$ cat config.mk
export PLATFORM = sky130hd
export DESIGN_NAME = plru_tree_unit
export DESIGN_NICKNAME = d
export VERILOG_FILES = /design/src/rtl/plru_pkg.sv /design/src/rtl/plru_path_update.sv /design/src/rtl/plru_victim_walk.sv /design/src/rtl/plru_state_array.sv /design/src/rtl/plru_tree_unit.sv
export SDC_FILE = /design/constraint.sdc
export NUM_CORES = 1
export LEC_CHECK = 0
export CORE_MARGIN = 1.5
export CORE_UTILIZATION = 53
export CTS_BUF_LIST = sky130_fd_sc_hd__clkbuf_2
export CTS_CLUSTER_SIZE = 30
export DETAILED_ROUTE_END_ITERATION = 8
export PLACE_DENSITY = 0.78
export SKIP_LAST_GASP = 1
export SYNTH_ARGS = -nofsm -noshare
export SYNTH_HDL_FRONTEND = slang
export SYNTH_HIERARCHICAL = 1
export SYNTH_SLANG_ARGS = --single-unit
$ cat constraint.sdc
create_clock -name clk_i -period 3.3 [get_ports clk_i]
set_clock_uncertainty 0.15 [all_clocks]
set_input_delay 0.99 -clock clk_i [delete_from_list [all_inputs] [get_ports clk_i]]
set_output_delay 0.99 -clock clk_i [all_outputs]
set_load 0.01 [all_outputs]
$ cat src/rtl/plru_pkg.sv
package plru_pkg;
  function automatic int unsigned idx_width(int unsigned n);
    return (n > 1) ? $clog2(n) : 1;
  endfunction
endpackage

$ cat src/rtl/plru_path_update.sv
// Writes the access path of one tree: every node on the path gets the
// inverse of the way bit decided at its depth.
module plru_path_update #(
  parameter int WAYS = 4
) (
  input  logic [$clog2(WAYS)-1:0] way_i,
  input  logic [WAYS-2:0]         bits_i,
  output logic [WAYS-2:0]         bits_o
);
  localparam int LEVELS = $clog2(WAYS);

  for (genvar d = 0; d < LEVELS; d++) begin : g_lvl
    for (genvar k = 0; k < (1 << d); k++) begin : g_node
      localparam int NODE = (1 << d) - 1 + k;
      logic touch;
      assign touch = (way_i >> (LEVELS - d)) == LEVELS'(k);
      assign bits_o[NODE] = touch ? ~way_i[LEVELS-1-d] : bits_i[NODE];
    end
  end
endmodule

$ cat src/rtl/plru_victim_walk.sv
// Root-to-leaf walk; the bit chosen at each level is the next way bit.
module plru_victim_walk #(
  parameter int WAYS = 4
) (
  input  logic [WAYS-2:0]         bits_i,
  output logic [$clog2(WAYS)-1:0] way_o
);
  localparam int LEVELS = $clog2(WAYS);

  for (genvar d = 0; d < LEVELS; d++) begin : g_lvl
    logic [(1<<d)-1:0] row;
    logic [d:0]        path;
    assign row = bits_i[(1<<d)-1 +: (1<<d)];
    if (d == 0) begin : g_root
      assign path = row[0];
    end else begin : g_inner
      assign path = {g_lvl[d-1].path, row[g_lvl[d-1].path]};
    end
  end

  assign way_o = g_lvl[LEVELS-1].path;
endmodule

$ cat src/rtl/plru_state_array.sv
module plru_state_array #(
  parameter int SETS  = 8,
  parameter int NODES = 3,
  parameter int SET_W = plru_pkg::idx_width(SETS)
) (
  input  logic             clk_i,
  input  logic             rst_ni,
  input  logic             clear_i,
  input  logic             wr_en_i,
  input  logic [SET_W-1:0] wr_set_i,
  input  logic [NODES-1:0] wr_bits_i,
  input  logic [SET_W-1:0] upd_set_i,
  output logic [NODES-1:0] upd_bits_o,
  input  logic [SET_W-1:0] vic_set_i,
  output logic [NODES-1:0] vic_bits_o
);
  logic [NODES-1:0] tree_q [SETS];

  for (genvar s = 0; s < SETS; s++) begin : g_set
    logic hit;
    assign hit = wr_en_i && (wr_set_i == SET_W'(s));
    always_ff @(posedge clk_i or negedge rst_ni) begin
      if (!rst_ni)      tree_q[s] <= '0;
      else if (clear_i) tree_q[s] <= '0;
      else if (hit)     tree_q[s] <= wr_bits_i;
    end
  end

  assign upd_bits_o = tree_q[upd_set_i];
  assign vic_bits_o = tree_q[vic_set_i];
endmodule

$ cat src/rtl/plru_tree_unit.sv
module plru_tree_unit #(
  parameter int NUM_SETS = 8,
  parameter int NUM_WAYS = 4,
  localparam int SET_W = plru_pkg::idx_width(NUM_SETS),
  localparam int WAY_W = plru_pkg::idx_width(NUM_WAYS)
) (
  input  logic             clk_i,
  input  logic             rst_ni,
  input  logic             clear_i,
  input  logic             upd_valid_i,
  input  logic [SET_W-1:0] upd_set_i,
  input  logic [WAY_W-1:0] upd_way_i,
  input  logic [SET_W-1:0] vic_set_i,
  output logic [WAY_W-1:0] vic_way_o
);
  if (NUM_WAYS == 1) begin : g_direct
    logic unused_inputs;
    assign unused_inputs = ^{clk_i, rst_ni, clear_i, upd_valid_i,
                             upd_set_i, upd_way_i, vic_set_i};
    assign vic_way_o = '0;
  end else begin : g_tree
    localparam int NODES = NUM_WAYS - 1;
    logic [NODES-1:0] cur_bits, nxt_bits, vic_bits;

    plru_state_array #(
      .SETS (NUM_SETS),
      .NODES(NODES),
      .SET_W(SET_W)
    ) i_state (
      .clk_i     (clk_i),
      .rst_ni    (rst_ni),
      .clear_i   (clear_i),
      .wr_en_i   (upd_valid_i),
      .wr_set_i  (upd_set_i),
      .wr_bits_i (nxt_bits),
      .upd_set_i (upd_set_i),
      .upd_bits_o(cur_bits),
      .vic_set_i (vic_set_i),
      .vic_bits_o(vic_bits)
    );

    plru_path_update #(.WAYS(NUM_WAYS)) i_update (
      .way_i (upd_way_i),
      .bits_i(cur_bits),
      .bits_o(nxt_bits)
    );

    plru_victim_walk #(.WAYS(NUM_WAYS)) i_walk (
      .bits_i(vic_bits),
      .way_o (vic_way_o)
    );
  end
endmodule

==> impl_results.md, run 1 <==
* Status: finished, violations left
* Violated checks: setup timing
* Slew Viols, Final at 0
* Biggest register: g_tree.i_state/tree_q
* Post-Syn Instances at 109
* WL final at 2880 um
* DRC at 0
* Nets@finish at 135
* Worst EP arrival at 2300 ps
* Largest register FFs at 24
* Final worst-path cycle share at 1.04
* Fmax at a little under 0.3 GHz
* Port bufs at 13
* Final GP Congestion at 0.750
* Io pins at 14
* Minimum clock period at approximately 3400 ps
* Slowest stage cell, crit path: mux4_2
* Largest regs: g_tree.i_state/tree_q: 24 flops
* Core Footprint at 2520 um2
* GRT overflow at 0
* Initial antenna violation count at 0
* Delay-heaviest family, CP: multiplexers
* Leakage at 0.790 nW
* Syn nets at roughly 120
* Die height at 55.0 um
* Routed Antenna Nets at 0
* WL/cell at about 19 um
* YS warnings at 6
* Least-Margin Pin Slew at 841 ps
* Worst rel slew slack at 0.438
* CP most frequent cell: mux2_4
* Worst setup path class: in2out
* Initial Utilization at 0.567
* Share of cells above drive strength 1 at 0.198
* Hold Buf Count CTS at 0
* Worst-path cell chain: buf_12 -> mux4_2 -> mux2_4 -> mux2_4 -> buf_6
* PD cells at 308 nW/um2
* Critical path peak fanout at 6
* Place WS at -1040 ps
* Register clock-pin slew on the reported worst setup and hold paths at 210 ps
* DP Wirelength at approximately 2100 um
* Maximum vdd drop at 0.269 mV
* Via Count at between 900 and 1,000
* TritonCTS Sinks at 24
* First-pass GRT wire length at between 4000 and 5000 um
* Final Hold Viols at 0
* CP Buf/Inv Count at 2
* Setup-failing EPs final at 2
* DP Area at 1610 um2
* Rows at 18
* Vias in the first global route at 922
* CTS buffer count at 3
* Max Cap Violations at 0
* DR vias/cell at 6.21
* Die ar. at 3020 um2
* GRT Util Overall at 0.221
* CTS tree: built
* Clock Latency Late Sink at between 300 and 400 ps
* CP peak stage delay at around 500 ps
* Critical Path RT at about 2200 ps
* P&R area growth vs syn at 12.3%
* Setup WS post-layout at -141 ps
* Clock buffer depth at 2
* Root buffer cell: clkbuf_2
* Total standard cell area after synthesis at between 1000 and 1500 um2
* # diodes at 0
* Setup crit end kind: output pin
* Avg Cell Area, Syn at approximately 13 um2
* Final hold slack at about 420 ps
* R2r setup slk at 1220 ps
* Drt first pass iters at 4
* CP Launch Type: input pin
* Largest net degree at the start of global routing at 25
* CTS H-tree lvls at 1
* RSZ-0062 raised after global routing: yes
* Die width at 55.0 um
* Design Area, Final at approximately 1600 um2
* HP Class: reg2reg
* Post-CTS Setup Inserts at 0
* Drt initial violations at 30
[layout make-up]
class / count / area [um2]
fill: 191 / 915
multi-input combinational: 76 / 767
sequential: 24 / 601
timing repair buffer: 17 / 184
tap: 30 / 37.5
clock buffer: 3 / 15.0
inverter: 1 / 3.75
[where the power goes]
group	internal, mW	total, mW	switching [mW]
Combinational	0.0410	0.0828	0.0418
Clock	0.0248	0.108	0.0833
Sequential	0.300	0.304	0.00412
Total	0.366	0.495	0.129
[path summary, 6_finish.rpt]
check | end | depth (start not counted) | from
setup / recovery | vic_way_o[0] | 5 | vic_set_i[0]
hold / removal | g_tree.i_state/tree_q[3] | 2 | g_tree.i_state/tree_q[3]
setup reg to reg | g_tree.i_state/tree_q[7] | 6 | g_tree.i_state/tree_q[19]
hold reg to reg | g_tree.i_state/tree_q[3] | 2 | g_tree.i_state/tree_q[3]
max in group asynchronous | g_tree.i_state/tree_q[18] | 2 | rst_ni
min in group asynchronous | g_tree.i_state/tree_q[13] | 2 | rst_ni
[stage by stage]
stage | cells | utilization | setup TNS [ps] | total power, mW
floorplan | 109 | - | 0 | 0.351
global placement | 149 | 0.638 | -1750 | 0.391
detailed placement | 149 | 0.638 | -2190 | 0.393
CTS | 151 | 0.637 | -150 | 0.499
global route | 151 | 0.637 | -219 | 0.517
finish | 151 | 0.637 | -142 | 0.495
[layout by cell type, fill, tap and decap left out, types with 3 or more instances in the layout]
cell type         n
and4bb_2          3
nand4b_1          3
buf_4             3
clkdlybuf4s50_1   9
mux4_2            4
mux2_2            4
nor2_1           25
dfrtp_1          24
mux4_1            6
mux2i_1          24
clkbuf_2          3
[worst reg2reg max path, cell delays in order, from the launching register on]
cell and delay, ps:
dfrtp_1 450, mux4_1 510, mux2_2 270, nor2b_1 110
a21oi_1 170, mux2i_1 240, nor2_1 60
[routing by layer]
| metal | vias to the layer above | routed length, um | track usage |
|---|---|---|---|
| met5 | - | 0 | 0 |
| met4 | 0 | 26 | 0.0854 |
| met3 | 2 | 104 | 0.0242 |
| met2 | 21 | 1340 | 0.339 |
| met1 | 483 | 1410 | 0.325 |
| li1 | 431 | - | - |
[what timing repair did]
item	CTS	global route
endpoints found under the setup margin	2	2
cloned	0	0
gates resized for setup	18	0
Power figures use the tool's default switching activity.
==> run 2: changes to the inputs <==
Settings changed: SKIP_LAST_GASP 1 to not set.
==> results of run 2 <==
No change in the layout: final DEF, timing and power equal those of run 1.
==> run 3: changes to the inputs <==
Settings changed: CORE_MARGIN 1.5 to not set, CTS_CLUSTER_DIAMETER set to 80.
==> impl_results.md, run 3 (same netlist as run 1, synthesis figures left out) <==
* Status: finished, violations left
* Violated checks: setup timing
* Initial Utilization at 0.567 (unchanged)
* Final Hold Viols at 0 (unchanged)
* Slowest stage cell, crit path: mux4_2
* Leakage at 0.803 nW (+1.7%)
* Post-CTS Setup Inserts at 0 (unchanged)
* Worst r2r dst: g_tree.i_state/tree_q[23]
* CTS tree: built
* # diodes at 0 (unchanged)
* RSZ-0062 raised after global routing: yes
* Worst-path cell chain: buf_12 -> mux4_2 -> mux2_4 -> mux2_4 -> buf_6
* Fill cell count at 209 (+9.4%)
* TritonCTS Sinks at 24 (unchanged)
* CP Buf/Inv Count at 2 (unchanged)
* Rows at 18 (unchanged)
* Worst EP arrival at 2300 ps (about the same)
* Io pins at 14 (unchanged)
* CP Depth at 5 (unchanged)
* P&R area growth vs syn at 13.6%
* Fmax at 0.291 GHz (about the same)
* Worst setup path class: in2out
* Final GP Congestion at 0.793 (+5.6%)
* Setup crit end kind: output pin
* Hold Buf Count CTS at 0 (unchanged)
* Final worst-path cycle share at 1.04 (about the same)
* Most common cell after layout, fill and taps aside: nor2_1
* Share of cells above drive strength 1 at 0.211 (+0.0130)
* WL final at 2890 um (+0.17%)
* Register clock-pin slew on the reported worst setup and hold paths at 230 ps (+20 ps)
* Delay-heaviest family, CP: multiplexers
* R2r setup slk at 1210 ps (about the same)
* Die ar. at 2910 um2 (-3.6%)
* Largest net degree at the start of global routing at 25 (unchanged)
* WL/cell at 18.9 um (-1.1%)
* Routed Antenna Nets at 0 (unchanged)
* Port bufs at 13 (unchanged)
* Hold depth at 2 (unchanged)
* Critical Path RT at 2160 ps (about the same)
* Clock Latency Late Sink at 340 ps (about the same)
* Root buffer cell: clkbuf_2
* DR vias/cell at 6.18 (-0.46%)
* CP peak stage delay at 500 ps (about the same)
* First-pass GRT wire length at 4350 um (-4.5%)
* Drt first pass iters at 4 (unchanged)
* Core Footprint at 2520 um2 (unchanged)
* DP Wirelength at 2060 um (-0.86%)
* Worst rel slew slack at 0.404 (-0.0336)
* Max Cap Violations at 0 (unchanged)
* PD cells at 356 nW/um2 (+16%)
* Final Total Pwr at 0.579 mW (+17%)
* Reg2Reg Depth at 6 (unchanged)
* DRC at 0 (unchanged)
* GRT Util Overall at 0.218 (-0.00341)
* CP Launch Type: input pin
* Hold Crit Endpoint: g_tree.i_state/tree_q[9]
* Setup WS post-layout at -141 ps (+0.334 ps)
* Largest regs: g_tree.i_state/tree_q: 24 flops
* Critical path peak fanout at 6 (unchanged)
* Worst r2r src: g_tree.i_state/tree_q[17]
* CP most frequent cell: mux2_4
* Most frequent cells in the layout: 25 x nor2_1, 24 x mux2i_1, 24 x dfrtp_1
* Drt initial violations at 21 (-30%)
* Die width at 54.0 um (-1.8%)
* Place WS at -1030 ps (+1.17 ps)
* Maximum vdd drop at 0.241 mV (-11%)
* Vias in the first global route at 874 (-5.2%)
* Largest register FFs at 24 (unchanged)
* Hold Startpoint: g_tree.i_state/tree_q[9]
* Clock buffer depth at 2 (unchanged)
* Nets@finish at 136 (+0.74%)
* Least-Margin Pin Slew at 891 ps (+50.3 ps)
* CTS buffer count at 3 (unchanged)
* Die height at 54.0 um (-1.8%)
* Minimum clock period at 3440 ps (-0.334 ps)
* Initial antenna violation count at 0 (unchanged)
* GRT overflow at 0 (unchanged)
* Setup-failing EPs final at 2 (unchanged)
* Via Count at 945 (+0.85%)
* Slew Viols, Final at 0 (unchanged)
* HP Class: reg2reg
* Biggest register: g_tree.i_state/tree_q
* CTS H-tree lvls at 1 (unchanged)
-- run 3: cell types whose count changed in the layout (fill, tap and decap cells not counted) --
cell / before / now
bufinv_16: 0 / 1
buf_12: 2 / 1
clkbuf_2: 3 / 4
clkdlybuf4s15_2: 1 / 0
buf_4: 3 / 5
-- run 3: through the flow --
step,utilization,hold slack (ps),area (um2),cells,setup TNS [ps]
final,0.645,400,1630,153,-144
after global routing,0.645,427,1630,153,-209
after CTS,0.649,406,1640,154,-305
after detailed placement,0.631,358,1590,150,-2830
after global placement,0.631,358,1590,150,-2260
after floorplan,-,331,1430,109,0
-- run 3: report_power, final --
group | internal, mW | switching (mW)
sequential | 0.300 | 0.00418
combinational | 0.0397 | 0.0417
clock | 0.104 | 0.0890
total | 0.444 | 0.135
-- run 3: routing by layer --
layer,part of all wire,global-route usage
met1,0.49,0.301
met2,0.48,0.346
met3,0.032,0.0339
met4,0.0035,0.0769
met5,0,0
-- run 3: repair_timing --
action | 4_1_cts | 5_1_grt
gates cloned | 0 | 0
resized for setup | 17 | 3
setup endpoints to repair | 2 | 2
-- run 3: area by class of cell --
class	count	area, um2	share of cell area
Sequential cell	24	601	0.369
Inverter	1	3.75	0.00231
Clock inverter	1	30.0	0.0185
Timing Repair Buffer	18	173	0.106
Multi-Input combinational cell	76	767	0.472
Tap cell	30	37.5	0.0231
Clock buffer	3	15.0	0.00923
-- run 3: tightest hold or removal path, stage by stage, from the launching register on --
cell and delay [ps]:
dfrtp_1 390, mux2i_1 70, nor2_1 80
-- run 3: worst max-delay path by stage --
stage                 startpoint      endpoint  slack, ps
floorplan           vic_set_i[0]  vic_way_o[0]        0.8
global placement    vic_set_i[0]  vic_way_o[0]      -1000
detailed placement  vic_set_i[0]  vic_way_o[0]      -1030
CTS                 vic_set_i[0]  vic_way_o[0]       -220
global route        vic_set_i[0]  vic_way_o[0]       -170
finish              vic_set_i[0]  vic_way_o[0]       -140
